===== src/rtl/sp_arb_pkg.sv =====
package sp_arb_pkg;
  localparam int NUM_SP    = 16;
  localparam int SP_W      = $clog2(NUM_SP);
  localparam int PRIO_W    = 4;
  localparam int NUM_MODES = 4;
  localparam int MODE_W    = $clog2(NUM_MODES);
  localparam int NUM_PATHS = 3;
  localparam int WORD_W    = 32;
  localparam int PER_WORD  = WORD_W / PRIO_W;

  typedef logic [NUM_SP-1:0]    sp_map_t;
  typedef logic [SP_W-1:0]      sp_idx_t;
  typedef logic [PRIO_W-1:0]    prio_t;
  typedef logic [NUM_PATHS-1:0] path_vec_t;

  typedef enum logic [1:0] {
    PATH_SOFT  = 2'd0,
    PATH_SLEEP = 2'd1,
    PATH_WAKE  = 2'd2,
    PATH_ALT   = 2'd3
  } req_path_e;

  // priority of one set point out of the two packed words
  function automatic prio_t prio_of(input logic [WORD_W-1:0] lo,
                                    input logic [WORD_W-1:0] hi,
                                    input int unsigned idx);
    if (idx < PER_WORD) return lo[idx*PRIO_W +: PRIO_W];
    return hi[(idx-PER_WORD)*PRIO_W +: PRIO_W];
  endfunction

  // flag bit raised by a rejected request on a path
  function automatic path_vec_t path_bit(input req_path_e p);
    case (p)
      PATH_SLEEP: return 3'b010;
      PATH_WAKE:  return 3'b100;
      default:    return 3'b001;
    endcase
  endfunction
endpackage


===== src/rtl/sp_allow_calc.sv =====
module sp_allow_calc
  import sp_arb_pkg::*;
#(
  parameter int N     = NUM_SP,
  parameter int MODES = NUM_MODES,
  localparam int IW   = $clog2(N),
  localparam int MW   = $clog2(MODES)
) (
  input  logic [N*N-1:0]     succ_maps,
  input  logic [N*MODES-1:0] mode_masks,
  input  logic [IW-1:0]      cur_sp,
  input  logic [MW-1:0]      mode,
  input  logic [N-1:0]       want,
  output logic [N-1:0]       allowed
);
  logic [N-1:0] succ_row;
  logic [N-1:0] mode_row;

  always_comb begin
    succ_row = succ_maps[cur_sp*N +: N];
    mode_row = mode_masks[mode*N +: N];
    allowed  = succ_row & mode_row & want;
  end
endmodule


===== src/rtl/sp_prio_pick.sv =====
module sp_prio_pick
  import sp_arb_pkg::*;
#(
  parameter int N  = NUM_SP,
  localparam int IW = $clog2(N)
) (
  input  logic [N-1:0]        allowed,
  input  logic [WORD_W-1:0]   prio_lo,
  input  logic [WORD_W-1:0]   prio_hi,
  output logic                found,
  output logic [IW-1:0]       winner
);
  prio_t best;

  // ascending scan with a strict compare keeps the lowest index on ties
  always_comb begin
    found  = 1'b0;
    winner = '0;
    best   = '0;
    for (int i = 0; i < N; i++) begin
      if (allowed[i] && (!found || prio_of(prio_lo, prio_hi, i) > best)) begin
        found  = 1'b1;
        winner = IW'(i);
        best   = prio_of(prio_lo, prio_hi, i);
      end
    end
  end
endmodule


===== src/rtl/sp_flag_bank.sv =====
module sp_flag_bank #(
  parameter int NF = 3
) (
  input  logic          clk,
  input  logic          rst_n,
  input  logic [NF-1:0] set_vec,
  input  logic [NF-1:0] clr_vec,
  output logic [NF-1:0] flags
);
  for (genvar g = 0; g < NF; g++) begin : g_flag
    logic q;
    always_ff @(posedge clk or negedge rst_n) begin
      if (!rst_n)          q <= 1'b0;
      else if (set_vec[g]) q <= 1'b1;
      else if (clr_vec[g]) q <= 1'b0;
    end
    assign flags[g] = q;

    a_r8_sticky: assert property (@(posedge clk) disable iff (!rst_n)
      (flags[g] && !clr_vec[g]) |=> flags[g]);
    a_r8_set_wins: assert property (@(posedge clk) disable iff (!rst_n)
      set_vec[g] |=> flags[g]);
    a_r8_clear: assert property (@(posedge clk) disable iff (!rst_n)
      (clr_vec[g] && !set_vec[g]) |=> !flags[g]);
  end
endmodule


===== src/rtl/sp_arbiter.sv =====
module sp_arbiter
  import sp_arb_pkg::*;
#(
  parameter int N        = NUM_SP,
  parameter int MODES    = NUM_MODES,
  parameter int RESET_SP = 0,
  localparam int IW      = $clog2(N),
  localparam int MW      = $clog2(MODES)
) (
  input  logic                clk,
  input  logic                rst_n,
  input  logic [N*N-1:0]      succ_maps,
  input  logic [N*MODES-1:0]  mode_masks,
  input  logic [WORD_W-1:0]   prio_lo,
  input  logic [WORD_W-1:0]   prio_hi,
  input  logic                req_valid,
  input  logic [N-1:0]        req_mask,
  input  logic [MW-1:0]       req_mode,
  input  logic [1:0]          req_path,
  input  logic [NUM_PATHS-1:0] flag_clr,
  input  logic                seq_done,
  output logic                seq_start,
  output logic [IW-1:0]       seq_target,
  output logic                busy,
  output logic [IW-1:0]       cur_sp,
  output logic [IW-1:0]       prev_sp,
  output logic [IW-1:0]       tgt_sp,
  output logic [NUM_PATHS-1:0] na_flags
);
  // named internal events
  logic [N-1:0]         allowed_w;
  logic                 pick_found;
  logic [IW-1:0]        pick_idx;
  logic                 req_fire;
  logic                 accept_ev;
  logic                 reject_ev;
  logic                 commit_ev;
  logic [NUM_PATHS-1:0] flag_set;

  logic          busy_q, start_q;
  logic [IW-1:0] cur_q, prev_q, tgt_q;

  sp_allow_calc #(.N(N), .MODES(MODES)) u_allow (
    .succ_maps  (succ_maps),
    .mode_masks (mode_masks),
    .cur_sp     (cur_q),
    .mode       (req_mode),
    .want       (req_mask),
    .allowed    (allowed_w)
  );

  sp_prio_pick #(.N(N)) u_pick (
    .allowed (allowed_w),
    .prio_lo (prio_lo),
    .prio_hi (prio_hi),
    .found   (pick_found),
    .winner  (pick_idx)
  );

  assign req_fire  = req_valid && !busy_q;
  assign accept_ev = req_fire && pick_found;
  assign reject_ev = req_fire && !pick_found;
  assign commit_ev = busy_q && seq_done;
  assign flag_set  = reject_ev ? path_bit(req_path_e'(req_path)) : '0;

  sp_flag_bank #(.NF(NUM_PATHS)) u_flags (
    .clk     (clk),
    .rst_n   (rst_n),
    .set_vec (flag_set),
    .clr_vec (flag_clr),
    .flags   (na_flags)
  );

  always_ff @(posedge clk or negedge rst_n) begin
    if (!rst_n) begin
      busy_q  <= 1'b0;
      start_q <= 1'b0;
      cur_q   <= IW'(RESET_SP);
      prev_q  <= IW'(RESET_SP);
      tgt_q   <= IW'(RESET_SP);
    end else begin
      start_q <= accept_ev;
      if (accept_ev) begin
        busy_q <= 1'b1;
        tgt_q  <= pick_idx;
      end else if (commit_ev) begin
        busy_q <= 1'b0;
        prev_q <= cur_q;
        cur_q  <= tgt_q;
      end
    end
  end

  assign seq_start  = start_q;
  assign seq_target = tgt_q;
  assign busy       = busy_q;
  assign cur_sp     = cur_q;
  assign prev_sp    = prev_q;
  assign tgt_sp     = tgt_q;

  // a winner must lie inside the allowed set built by the mask stage
  a_r2_winner_allowed: assert property (@(posedge clk) disable iff (!rst_n)
    pick_found |-> allowed_w[pick_idx]);
  a_r5_start_busy: assert property (@(posedge clk) disable iff (!rst_n)
    seq_start |-> busy);
  a_r5_single_pulse: assert property (@(posedge clk) disable iff (!rst_n)
    seq_start |=> !seq_start);
  a_r6_commit: assert property (@(posedge clk) disable iff (!rst_n)
    commit_ev |=> (!busy && cur_sp == $past(tgt_sp) && prev_sp == $past(cur_sp)));
  a_r7_reject_idle: assert property (@(posedge clk) disable iff (!rst_n)
    reject_ev |=> (!busy && !seq_start));
  a_r9_idle_hold: assert property (@(posedge clk) disable iff (!rst_n)
    (!busy && !accept_ev) |=> ($stable(cur_sp) && $stable(prev_sp)));
  a_r10_target_hold: assert property (@(posedge clk) disable iff (!rst_n)
    (busy && !seq_done) |=> (busy && $stable(tgt_sp)));
endmodule


===== config.mk =====
export PLATFORM = sky130hd
export DESIGN_NAME = sp_arbiter
export DESIGN_NICKNAME = d
export VERILOG_FILES = /design/src/rtl/sp_arb_pkg.sv /design/src/rtl/sp_allow_calc.sv /design/src/rtl/sp_prio_pick.sv /design/src/rtl/sp_flag_bank.sv /design/src/rtl/sp_arbiter.sv
export SDC_FILE = /design/constraint.sdc
export NUM_CORES = 1
export LEC_CHECK = 0
export ABC_AREA = 1
export BUFFER_PORTS_ARGS = -buffer_cell sky130_fd_sc_hd__buf_2
export CAP_MARGIN = 20
export CELL_PAD_IN_SITES_DETAIL_PLACEMENT = 0
export CELL_PAD_IN_SITES_GLOBAL_PLACEMENT = 1
export CORE_ASPECT_RATIO = 0.5
export CORE_MARGIN = 2
export CORE_UTILIZATION = 29
export DETAILED_ROUTE_END_ITERATION = 7
export GPL_TIMING_DRIVEN = 0
export HOLD_SLACK_MARGIN = 0.08
export PLACE_DENSITY_LB_ADDON = 0.1
export SETUP_SLACK_MARGIN = 0.5
export SLEW_MARGIN = 20
export SYNTH_ARGS = -nofsm -noshare
export SYNTH_HDL_FRONTEND = slang
export SYNTH_SLANG_ARGS = --single-unit

===== constraint.sdc =====
create_clock -name clk -period 43 [get_ports clk]
set_input_delay 6.45 -clock clk [delete_from_list [all_inputs] [get_ports clk]]
set_output_delay 6.45 -clock clk [all_outputs]
set_load 0.1 [all_outputs]

### After elaboration in Yosys (flattened, before gate mapping)

Cells that the tools add are included.

* $lt $le $gt $ge: 15
* equal/unequal tests: 2
* shifts and indexed selects: 2
* multiplexer cells: 72
* bitwise logic cells: 3
* reduce and logical (&&, ||, !) cells: 56

Operators with widths (count)
* 256-bit by 9-bit variable part select with 16-bit output: 1
* 4-bit 2-to-1 mux: 37
* 64-bit by 7-bit variable part select with 16-bit output: 1
* 4-bit greater-than comparator: 15
* 1-bit 2-to-1 mux: 33
* 16-bit bitwise AND: 2
* 1-bit logical AND: 19
* 1-bit logical NOT: 17
* 1-bit logical OR: 15
* 2-bit nonzero test: 4
* 3-bit one-hot mux with 2 select lines: 1
* 3-bit 2-to-1 mux: 1
* 2-bit by 1-bit == test with 1-bit output, second input constant: 1
* 2-bit == test, second input constant: 1
* 2-bit AND reduction: 1
* 1-bit NOT: 1

* register bits after elaboration: 17
* input port bits: 411
* output and inout bits: 21
* logic and storage cells: 158

### Depth between registers and ports, before layout

Gate-level depths: netlist (run 1).

* word-level depth: 84
* depth in mapped cells: 166

### Hierarchy

From an unflattened synthesis (run 1), not the netlist that was laid out.

* cells, all modules: 1523
* area total of the unflattened synthesis: 7498.4 µm²

Modules (own cells, without submodules)
* sp_allow_calc: times used 1, cells an instance 931, area each 3927.5 µm², seq. area each 0.0 µm²
* sp_prio_pick: times used 1, cells an instance 501, area each 2766.4 µm², seq. area each 0.0 µm²
* sp_arbiter: times used 1, cells an instance 73, area each 661.9 µm², seq. area each 350.3 µm²
* sp_flag_bank: times used 1, cells an instance 18, area each 142.6 µm², seq. area each 75.1 µm²

### Worst setup path after synthesis (run 1)

OpenSTA, ideal clock, no wires.

* path type: input-to-reg
* start point: input port req_mode[1]
* end point: register tgt_q[3], in the netlist seq_target[3]
* setup time: 119 ps
* data arrival time: 22498 ps
* data required time: 42881 ps
* path slack: 20383 ps
* cell stages on the path: 157
* buffers on the path: 6
* cell sequence: buf_2 inv_2 nor2_1 o21ai_0 a21boi_1 nand2_2 nor2_1 inv_1 ha_1 nand2_1 o21ai_0 o21ai_0 nand3_1 nand2_2 o21ai_0 ha_1 a21oi_1 nor2_1 (+121 left out) nand2_1 o21ai_0 nand2_1 nand2_1 nand3_1 o21ai_1 ha_1 inv_1 nor2_1 o21bai_1 a2bb2oi_1 o21bai_1 nand2_1 a21oi_1 a21boi_0 nand3_1 o21ai_1 inv_2

* word-level cells in the longest chain between the ends: 65
* elaborated cells between the ends (all ways): 108

Ends and longest elaborated chain
* start, declared: line sp_arbiter.sv:18 `input logic [MW-1:0] req_mode,`
* 64-bit by 7-bit variable part select with 16-bit output (*): line sp_allow_calc.sv:21 `mode_row = mode_masks[mode*N +: N];`
* 16-bit bitwise AND (*) (2 in series): line sp_allow_calc.sv:22 `allowed = succ_row & mode_row & want;`
* 4-bit 2-to-1 mux / 1-bit 2-to-1 mux (equally long branches): line sp_prio_pick.sv:21 `if (allowed[i] && (!found || prio_of(prio_lo, prio_hi, i) > best)) begin`
* 4-bit greater-than comparator / 1-bit logical NOT (equally long branches): line sp_prio_pick.sv:21
* 1-bit logical OR: line sp_prio_pick.sv:21
* 1-bit logical AND: line sp_prio_pick.sv:21
* 4-bit 2-to-1 mux / 1-bit 2-to-1 mux (equally long branches): line sp_prio_pick.sv:21
* 4-bit greater-than comparator / 1-bit logical NOT (equally long branches): line sp_prio_pick.sv:21
* (+48 left out)
* 1-bit logical OR: line sp_prio_pick.sv:21
* 1-bit logical AND: line sp_prio_pick.sv:21
* 4-bit 2-to-1 mux / 1-bit 2-to-1 mux (equally long branches): line sp_prio_pick.sv:21
* 4-bit greater-than comparator / 1-bit logical NOT (equally long branches): line sp_prio_pick.sv:21
* 1-bit logical OR: line sp_prio_pick.sv:21
* 1-bit logical AND: line sp_prio_pick.sv:21
* 1-bit 2-to-1 mux: line sp_prio_pick.sv:21
* 1-bit logical AND: line sp_arbiter.sv:61 `assign accept_ev = req_fire && pick_found;`
* end signal, assigned: line sp_arbiter.sv:80 `tgt_q <= IW'(RESET_SP);`
* end signal, assigned: line sp_arbiter.sv:85 `tgt_q <= pick_idx;`
* end, declared: line sp_arbiter.sv:41 `logic [IW-1:0] cur_q, prev_q, tgt_q;`

Mark *: on every way between the ends. The rest lies on a longest branch, timed or not.
A chain may end at the register's enable or synchronous reset.

### Worst setup path after layout (run 1)

Same ends and word-level chain as after synthesis.

==> flow_metrics.tcl, run 1 <==
set metrics [dict create \
    achievable-frequency_mhz 39.9 \
    synthArstFlopShare_pct 100 \
    clock_tree.htree_level_count 1 \
    number_of_global_route_vias_before_repair 9248 \
    dr.pass1.iters 6 \
    cp_slowest_cell "sky130_fd_sc_hd__ha_1" \
    ctsResizeCount 0 \
    synth_seq_area_share_pct 6.62 \
    timing.reg2reg.setup_slack_ps 23720 \
    worst_setup_hold_path_clk_slew_ps 50 \
    synth_cells 1172 \
    final-setup-viol-count 0 \
    routabilityCongestion 0.941 \
    launching_element_of_the_worst_setup_path "req_mode[1]" \
    cts_tree "built" \
    critical_path.endpoint "seq_target[3]$_DFFE_PN0P_" \
    timing.reg2reg.worst_path_depth 158 \
    worstSetupPathDepth 157 \
    buf_inv_stages_crit_path 22 \
    dieArea_um2 23500 \
    worst_hold_path_type "reg2reg" \
    synth_enable_flop_cells 0 \
    totalPowerFinal_mw 0.746 \
    grt_usage_pct 25.7 \
    clkSinkCount 17 \
    cpPeakStageDelay_ps 330 \
    globalRoute.totalOverflow 0 \
    boundaryPins 432 \
    worst_path_dominant_cell_family "simple AND/OR/NAND/NOR gates" \
    initial_core_util_pct 29.6 \
    leakagePower_nw 5.08 \
    timing.final.crit_share_pct 58.3 \
    timing.rr.end "seq_target[3]$_DFFE_PN0P_" \
    synth-main-ff-cell "sky130_fd_sc_hd__dfrtp_1" \
    global_route_wire_length_before_repair_mm 47.8 \
    hold_ws_ps 493 \
    synth_fp_nets 1638 \
    port-buffer-count 430 \
    finalWorstPathRequiredPeriod_ps 25060 \
    grt_antenna_before_repair 8 \
    detail-route-antenna-nets 0 \
    dp.final_hpwl_mm 27.5 \
    via_count 9369 \
    clockBufferDepth 2 \
    route.final.wire_length_mm 31.2 \
    drv_slew 0 \
    postLayoutCellArea_um2 9050 \
    num-nets-final 2073 \
    crit_path_frequent_cell "sky130_fd_sc_hd__nand2_1" \
    outcome "complete, no violations" \
    critical_path_required_ps 43140 \
    placement.cell_area_um2 8960 \
    timing.setup.critical_path_class "in2reg" \
    avgViaCountPerCell 4.90 \
    floorplan.die.width_um 215 \
    core.rowCount 38 \
    post_synth_instance_area_um2 6430 \
    drive_above_1_share_pct 33.1 \
    post_cts.repair.setup_buffers 0 \
    grt_start_max_net_pins 18 \
    core_region_area_um2 21700 \
    filler_cell_count 2477 \
    crit_arrival_ps 25200 \
    timing.slew.headroom_pct 58.7 \
    setup.worst_path.start_class "input port" \
    synth.avg_cell_area_um2 5.49 \
    skew_ps 2.13 \
    grt_setup_unrepaired "false" \
    drt-initial-drc-count 418 \
    ff_latch_area_um2 425 \
    regToRegStartpoint "cur_sp[1]$_DFFE_PN0P_" \
    drc 0 \
    clock_insertion_delay_at_the_later_pin_of_the_skew_report_ps 250 \
    synth-seq-cells 17 \
    area_delta_synth_final_pct 40.8 \
    synth_cell_types 42 \
    post_drt_wl_per_cell_um 16.3 \
    ys.warnings.count 0 \
    die-height_um 109 \
    cts_root_buffer "sky130_fd_sc_hd__clkbuf_16" \
    power_per_cell_area_nw_per_um2 82.4 \
    multiInputGateArea_um2 5060 \
    tightest_slew_ps 620 \
    crit_path_end_kind "register" \
    cts_hold_buffers 0 \
    final.setup.tns_ps 0 \
    drv.max_cap_violation_count 0 \
    finalHoldViolCount 0 \
    cts_buffers 3 \
    crit_path_max_fanout 10 \
    power.ir.vdd_worst_uv 70.8 \
]
metal layers:
metal	share of wire, %	global-route usage (%)	wire length, µm
met1	44	32.1	13800
met2	48	47.5	15100
met3	5.8	3.68	1820
met4	1.9	5.51	583
met5	0.086	0	27
registers in the layout, indices dropped and copies added, names as in the netlist:
name              flops
cur_sp                4
seq_start             1
seq_target            4
u_flags.g_flag.q      3
busy                  1
prev_sp               4
cell usage in the layout, fill, tap and decap left out, types with 27 or more instances in the layout:
master                     Yosys  layout
sky130_fd_sc_hd__buf_2        11     441
sky130_fd_sc_hd__nor2_1      199     199
sky130_fd_sc_hd__o21ai_0     177     177
sky130_fd_sc_hd__o22ai_1      61      61
sky130_fd_sc_hd__inv_1       113     113
sky130_fd_sc_hd__o21ai_1      35      35
sky130_fd_sc_hd__nand2_1     205     205
sky130_fd_sc_hd__ha_1         55      55
sky130_fd_sc_hd__nand2_2      27      27
sky130_fd_sc_hd__nand3_1      83      83
sky130_fd_sc_hd__clkbuf_1     34      35
cells in the mapped netlist, types with 2 or more instances:
master	count	area share, %
sky130_fd_sc_hd__o211ai_1	7	0.82
sky130_fd_sc_hd__o32ai_1	2	0.27
sky130_fd_sc_hd__ha_1	55	11
sky130_fd_sc_hd__inv_2	9	0.53
sky130_fd_sc_hd__and2_1	6	0.58
sky130_fd_sc_hd__buf_8	5	1.2
sky130_fd_sc_hd__or2_2	5	0.49
sky130_fd_sc_hd__o221ai_1	8	1.1
sky130_fd_sc_hd__a21boi_1	4	0.47
sky130_fd_sc_hd__nand3b_1	2	0.23
sky130_fd_sc_hd__o21ai_0	177	14
sky130_fd_sc_hd__o22ai_1	61	5.9
sky130_fd_sc_hd__o21ai_1	35	2.7
sky130_fd_sc_hd__nand2_1	205	12
sky130_fd_sc_hd__nor2_1	199	12
sky130_fd_sc_hd__buf_4	12	1.4
sky130_fd_sc_hd__nand3_1	83	6.5
sky130_fd_sc_hd__nor2_2	3	0.29
sky130_fd_sc_hd__nand4_1	18	1.8
sky130_fd_sc_hd__inv_1	113	6.6
sky130_fd_sc_hd__nand2_4	5	0.88
sky130_fd_sc_hd__clkbuf_1	34	2.0
sky130_fd_sc_hd__dfrtp_1	17	6.6
sky130_fd_sc_hd__nand2_2	27	2.6
sky130_fd_sc_hd__a21oi_1	18	1.4
sky130_fd_sc_hd__o21bai_1	12	1.4
sky130_fd_sc_hd__and3_1	10	0.97
sky130_fd_sc_hd__buf_2	11	0.86
sky130_fd_sc_hd__buf_6	11	1.9
sky130_fd_sc_hd__nand3_2	6	0.93
worst min-delay path, cell delays in order (launching register included):
cell	delay [ps]
sky130_fd_sc_hd__dfrtp_1	340
sky130_fd_sc_hd__nand2_1	50
sky130_fd_sc_hd__o21ai_0	60
worst min-delay path by stage:
stage	from	to	slack (ps)	depth (start not counted)
floorplan	u_flags.g_flag[0].q$_DFFE_PN0P_	u_flags.g_flag[0].q$_DFFE_PN0P_	500	2
global placement	prev_sp[0]$_DFFE_PN0P_	prev_sp[0]$_DFFE_PN0P_	470	2
detailed placement	prev_sp[0]$_DFFE_PN0P_	prev_sp[0]$_DFFE_PN0P_	480	2
CTS	prev_sp[2]$_DFFE_PN0P_	prev_sp[2]$_DFFE_PN0P_	490	2
global route	prev_sp[0]$_DFFE_PN0P_	prev_sp[0]$_DFFE_PN0P_	530	2
finish	prev_sp[2]$_DFFE_PN0P_	prev_sp[2]$_DFFE_PN0P_	490	2
where the power goes:
part	total, mW	switching [mW]	internal, mW
logic	0.695	0.446	0.249
registers	0.0324	0.00926	0.0231
clock network	0.0187	0.00613	0.0126
kinds of logic (layout without fill, tap and decap cells):
kind of cell | count (synthesis) | in the layout | synth area share (%)
compound gates | 331 | 331 | 28.8
fa+ha+maj | 55 | 55 | 10.7
buf+inv | 197 | 631 | 14.7
flops | 17 | 17 | 6.62
mux | 1 | 1 | 0.156
other cells | 0 | 6 | 0
simple gates | 571 | 571 | 39.1
per-stage QoR:
stage          setup slack (ps)  std cells  util, %
2_1_floorplan             20380       1172        -
3_3_place_gp              17990       1902     41.2
3_5_place_dp              17680       1902     41.2
4_1_cts                   17860       1906     41.6
5_1_grt                   15670       1911     41.6
6_report                  17940       1912     41.7
layout make-up:
class	instances	share of cell area (%)
Inverter	123	5.18
Clock buffer	4	0.871
Buffer	74	5.25
Timing Repair Buffer	430	23.8
Tap cell	300	4.15
Sequential cell	17	4.70
Antenna cell	6	0.166
Multi-Input combinational cell	958	55.9
No activity file was read; power rests on OpenSTA's default activity.
==> run 2: changes to the inputs <==
Settings changed: CORE_UTILIZATION 29 to 24.
Clock period 43 ns to 22.1 ns, I/O delays scaled along.
==> run 2 against run 1 <==
- final cell count is 5.3% higher
- power is 140% higher
- die area increased by 20%
- clock skew decreased by 1.0 ps
- sequential share of layout area down 0.50 points
- count of clock-buffer cells in the layout is 1 lower
- flip-flop and latch count did not move
==> flow_metrics.tcl, run 2 (same netlist as run 1, synthesis figures left out) <==
set metrics [dict create \
    timing.reg2reg.worst_path_depth 158 \
    clockBufferDepth 2 \
    drv_slew 0 \
    clkSinkCount 17 \
    finalHoldViolCount 0 \
    power_per_cell_area_nw_per_um2 176 \
    post_drt_wl_per_cell_um 17.3 \
    timing.slew.headroom_pct 52.2 \
    dr.pass1.iters 4 \
    timing.setup.critical_path_class "in2reg" \
    dp.final_hpwl_mm 29.4 \
    leakagePower_nw 5.40 \
    avgViaCountPerCell 4.82 \
    outcome "complete, no violations" \
    cts_hold_buffers 0 \
    critical_path_required_ps 22230 \
    timing.rr.end "seq_target[2]$_DFFE_PN0P_" \
    grt_start_max_net_pins 18 \
    grt_setup_unrepaired "false" \
    switching_share_pct 59.2 \
    cpPeakStageDelay_ps 310 \
    num-nets-final 2117 \
    boundaryPins 432 \
    port-buffer-count 430 \
    final-setup-viol-count 0 \
    detail-route-antenna-nets 0 \
    cts_root_buffer "sky130_fd_sc_hd__clkbuf_16" \
    critical_path.endpoint "seq_target[2]$_DFFE_PN0P_" \
    drc 0 \
    grt_usage_pct 23.2 \
    finalWorstPathRequiredPeriod_ps 20280 \
    timing.final.crit_share_pct 91.8 \
    power.share.combinational_pct 94.4 \
    power.ir.vdd_worst_uv 129 \
    timing.reg2reg.setup_slack_ps 4240 \
    number_of_global_route_vias_before_repair 9566 \
    globalRoute.totalOverflow 0 \
    clkPwrFrac_pct 2.1 \
    route.final.wire_length_mm 34.8 \
    crit_path_max_fanout 8 \
    regToRegStartpoint "cur_sp[0]$_DFFE_PN0P_" \
    global_route_wire_length_before_repair_mm 51.6 \
    p_int_mw 0.727 \
    skew_ps 1.11 \
    layout.core_utilization_pct 38.4 \
    switchingPower_mw 1.05 \
    crit_arrival_ps 20410 \
    drive_above_1_share_pct 41.3 \
    clock_insertion_delay_at_the_later_pin_of_the_skew_report_ps 250 \
    die-height_um 120 \
    launching_element_of_the_worst_setup_path "succ_maps[240]" \
    cts_buffers 3 \
    floorplan.die.width_um 235 \
    achievable-frequency_mhz 49.3 \
    crit_path_end_kind "register" \
    clock_tree.htree_level_count 1 \
    setup.worst_path.start_class "input port" \
    totalPowerFinal_mw 1.78 \
    worst_setup_hold_path_clk_slew_ps 50 \
    routabilityCongestion 0.970 \
    cp_slowest_cell "sky130_fd_sc_hd__ha_1" \
    share_seq_of_total_power_pct 3.5 \
    cts_tree "built" \
    core.rowCount 42 \
    grt_antenna_before_repair 12 \
    via_count 9705 \
    area_delta_synth_final_pct 57.6 \
    drv.max_cap_violation_count 0 \
    initial_core_util_pct 24.4 \
    most_frequent_standard_cell_in_the_layout_excluding_fill_and_tap_cells "sky130_fd_sc_hd__buf_2" \
    final_cell_mix "sky130_fd_sc_hd__buf_2 (439), sky130_fd_sc_hd__nor2_1 (196), sky130_fd_sc_hd__nand2_1 (174)" \
    core_region_area_um2 26400 \
    dieArea_um2 28200 \
    tightest_slew_ps 717 \
    worst_hold_path_type "reg2reg" \
    drt-initial-drc-count 521 \
]
run 2: changes by cell type in the layout (fill, tap and decap cells not counted), sizes merged:
cell	before	now
buf	470	509
clkbuf	38	37
clkinv	0	1
diode	6	12
nand2	237	242
run 2: layout make-up:
cell class | instances | area, µm²
fill | 2988 | 16200
buffer | 74 | 497
timing repair buffer | 469 | 2450
clock inverter | 1 | 5.00
antenna | 12 | 30.0
tap | 352 | 440
sequential | 17 | 425
multi-input combinational | 963 | 5740
clock buffer | 3 | 75.1
inverter | 123 | 474
run 2: what timing repair did:
item	CTS	global route
gates cloned	0	6
pin swaps	7	102
hold endpoints to repair	0	0
endpoints found under the setup margin	4	4
gates resized for setup	14	166
setup buffers	1	37
run 2: worst max-delay path: cells and delay by family:
kind,cells,cell delay [ps]
compound gates,37,4270
fa+ha+maj,15,4090
buf+inv,21,1470
simple gates,85,7210
run 2: layer usage:
metal	vias up	wire, µm	global-route usage (%)
li1	4935	-	-
met5	-	0	0
met3	37	1230	2.16
met2	228	17700	43.3
met1	4505	15300	28.9
met4	0	565	5.06
run 2: how the worst min path moves through the flow:
stage	from	to	cells after the start
after CTS	prev_sp[0]$_DFFE_PN0P_	prev_sp[0]$_DFFE_PN0P_	2
after floorplan	u_flags.g_flag[0].q$_DFFE_PN0P_	u_flags.g_flag[0].q$_DFFE_PN0P_	2
after detailed placement	prev_sp[0]$_DFFE_PN0P_	prev_sp[0]$_DFFE_PN0P_	2
final	prev_sp[3]$_DFFE_PN0P_	prev_sp[3]$_DFFE_PN0P_	2
after global placement	prev_sp[3]$_DFFE_PN0P_	prev_sp[3]$_DFFE_PN0P_	2
after global routing	prev_sp[0]$_DFFE_PN0P_	prev_sp[0]$_DFFE_PN0P_	2
run 2: power by group through the flow:
| stage | clock network (mW) | registers (mW) | logic, mW |
|---|---|---|---|
| 6_report | 0.0371 | 0.0628 | 1.68 |
| 5_1_grt | 0.0402 | 0.0648 | 1.89 |
| 4_1_cts | 0.0384 | 0.0631 | 1.40 |
| 3_5_place_dp | 0 | 0.0632 | 1.38 |
| 3_3_place_gp | 0 | 0.0626 | 1.36 |
| 2_1_floorplan | 0 | 0.146 | 0.961 |
run 2: stage by stage:
stage	setup slack [ps]	cell area [µm²]	hold slack [ps]	instances	setup TNS [ps]
6_report	1820	10100	487	2014	0
5_1_grt	273	10100	532	2013	0
4_1_cts	550	9150	496	1959	0
3_5_place_dp	-359	9020	483	1954	-609
3_3_place_gp	-67.6	9020	465	1954	-67.6
2_1_floorplan	2620	6430	497	1172	0
==> run 3: changes to the inputs <==
Settings changed: CORE_UTILIZATION 24 to 27.
Clock period 22.1 ns to 22.9 ns, I/O delays scaled along.
==> run 3 against run 2 <==
- sequential power down 3.7%
- critical path depth shrank 1
- count of clock-buffer cells in the layout unchanged
- critical endpoint is now seq_target[3]$_DFFE_PN0P_
- largest cell class unchanged
==> flow_metrics.tcl, run 3 (same netlist as run 1, synthesis figures left out) <==
set metrics [dict create \
    outcome "complete, no violations" \
    placed_cells 1909 \
    clockBufferDepth 2 \
    most_frequent_standard_cell_in_the_layout_excluding_fill_and_tap_cells "sky130_fd_sc_hd__buf_2" \
    layout.core_utilization_pct 41.1 \
    timing.setup.critical_path_class "in2reg" \
    placement.cell_area_um2 8970 \
    grt_usage_pct 24.8 \
    finalWorstPathRequiredPeriod_ps 20840 \
    final_cell_mix "sky130_fd_sc_hd__buf_2 (438), sky130_fd_sc_hd__nand2_1 (198), sky130_fd_sc_hd__nor2_1 (197)" \
    grt_setup_unrepaired "false" \
    clock_tree.htree_level_count 1 \
    avgViaCountPerCell 4.99 \
    drv_slew 0 \
    detail-route-antenna-nets 0 \
    route.final.wire_length_mm 33.0 \
    number_of_global_route_vias_before_repair 9447 \
    cpPeakStageDelay_ps 330 \
    power_per_cell_area_nw_per_um2 160 \
    skew_ps 2.44 \
    finalHoldViolCount 0 \
    area_delta_synth_final_pct 47.5 \
    achievable-frequency_mhz 48.0 \
    post_drt_wl_per_cell_um 16.9 \
    worst_setup_hold_path_clk_slew_ps 50 \
    critical_path_required_ps 23050 \
    timing.slew.headroom_pct 51.1 \
    tightest_slew_ps 733 \
    timing.final.crit_share_pct 91.0 \
    initial_core_util_pct 27.9 \
    post-route-worst-setup-slack_ps 2060 \
    postLayoutCellArea_um2 9490 \
    cp_slowest_cell "sky130_fd_sc_hd__ha_1" \
    final.setup.tns_ps 0 \
    cts_hold_buffers 0 \
    cts_tree "built" \
    port-buffer-count 430 \
    grt_antenna_before_repair 10 \
    cts_root_buffer "sky130_fd_sc_hd__clkbuf_16" \
    drt-initial-drc-count 533 \
    crit_arrival_ps 20990 \
    leakagePower_nw 5.25 \
    num-nets-final 2101 \
    final_cell_count_no_fill 1950 \
    die-height_um 113 \
    via_count 9722 \
    power.ir.vdd_worst_uv 147 \
    drv.max_cap_violation_count 0 \
    crit_path_frequent_cell "sky130_fd_sc_hd__nand2_1" \
    worst_hold_path_type "reg2reg" \
    totalPowerFinal_mw 1.52 \
    global_route_wire_length_before_repair_mm 49.7 \
    globalRoute.totalOverflow 0 \
    crit_path_end_kind "register" \
    floorplan.die.width_um 222 \
    core_region_area_um2 23100 \
    setup.worst_path.start_class "input port" \
    crit_path_max_fanout 10 \
    dieArea_um2 25100 \
    core.rowCount 39 \
    dr.pass1.iters 4 \
    dp.final_hpwl_mm 28.1 \
    hold_ws_ps 482 \
    drive_above_1_share_pct 36.5 \
    clkSinkCount 17 \
    drc 0 \
    boundaryPins 432 \
    clock_insertion_delay_at_the_later_pin_of_the_skew_report_ps 250 \
    final-setup-viol-count 0 \
    dp_slack_ps 303 \
    grt_start_max_net_pins 18 \
    routabilityCongestion 0.880 \
    cts_buffers 3 \
]
## run 3: worst max-delay path: cells and delay by family
kind	cells	cell delay [ps]
AND/OR/NAND/NOR	79	6600
AO/OA/AOI/OAI	40	4850
adder cells (fa/ha/maj)	15	4170
buffers and inverters	23	1850
## run 3: final timing paths
kind	start	end	slack [ps]	cells after the start
min in group asynchronous	rst_n	prev_sp[2]$_DFFE_PN0P_	3110	1
worst min-delay path	prev_sp[3]$_DFFE_PN0P_	prev_sp[3]$_DFFE_PN0P_	480	2
max in group asynchronous	rst_n	prev_sp[1]$_DFFE_PN0P_	19510	1
worst max register to register	cur_sp[1]$_DFFE_PN0P_	seq_target[3]$_DFFE_PN0P_	4530	158
worst max-delay path	req_mode[1]	seq_target[3]$_DFFE_PN0P_	2060	157
worst min register to register	prev_sp[3]$_DFFE_PN0P_	prev_sp[3]$_DFFE_PN0P_	480	2
## run 3: where the power goes
group	internal (mW)	switching, mW	total [mW]	leakage (nW)
Clock	0.0234	0.0121	0.0354	0.0409
Sequential	0.0434	0.0171	0.0605	0.203
Combinational	0.529	0.892	1.42	5.01
Total	0.595	0.921	1.52	5.25
## run 3: metal layers
layer | wire [µm] | vias to the layer above | part of all wire, % | track usage, %
li1 | - | 4886 | - | -
met4 | 542 | 4 | 1.6 | 5.05
met5 | 22 | - | 0.067 | 0
met1 | 14600 | 4502 | 44 | 31.3
met2 | 16100 | 294 | 49 | 45.2
met3 | 1720 | 36 | 5.2 | 3.27
## run 3: area by class of cell
| class | instances | area (µm²) |
|---|---|---|
| Tap cell | 307 | 384 |
| Timing Repair Buffer | 456 | 2350 |
| Clock inverter | 1 | 5.00 |
| Fill cell | 2645 | 13600 |
| Inverter | 123 | 472 |
| Multi-Input combinational cell | 960 | 5260 |
| Sequential cell | 17 | 425 |
| Clock buffer | 3 | 75.1 |
| Buffer | 74 | 492 |
| Antenna cell | 9 | 22.5 |
## run 3: timing repair
action	in CTS	in global routing
setup endpoints to repair	1	4
pin swaps	0	31
gates cloned	0	2
buffers inserted	0	26
resized for setup	1	80
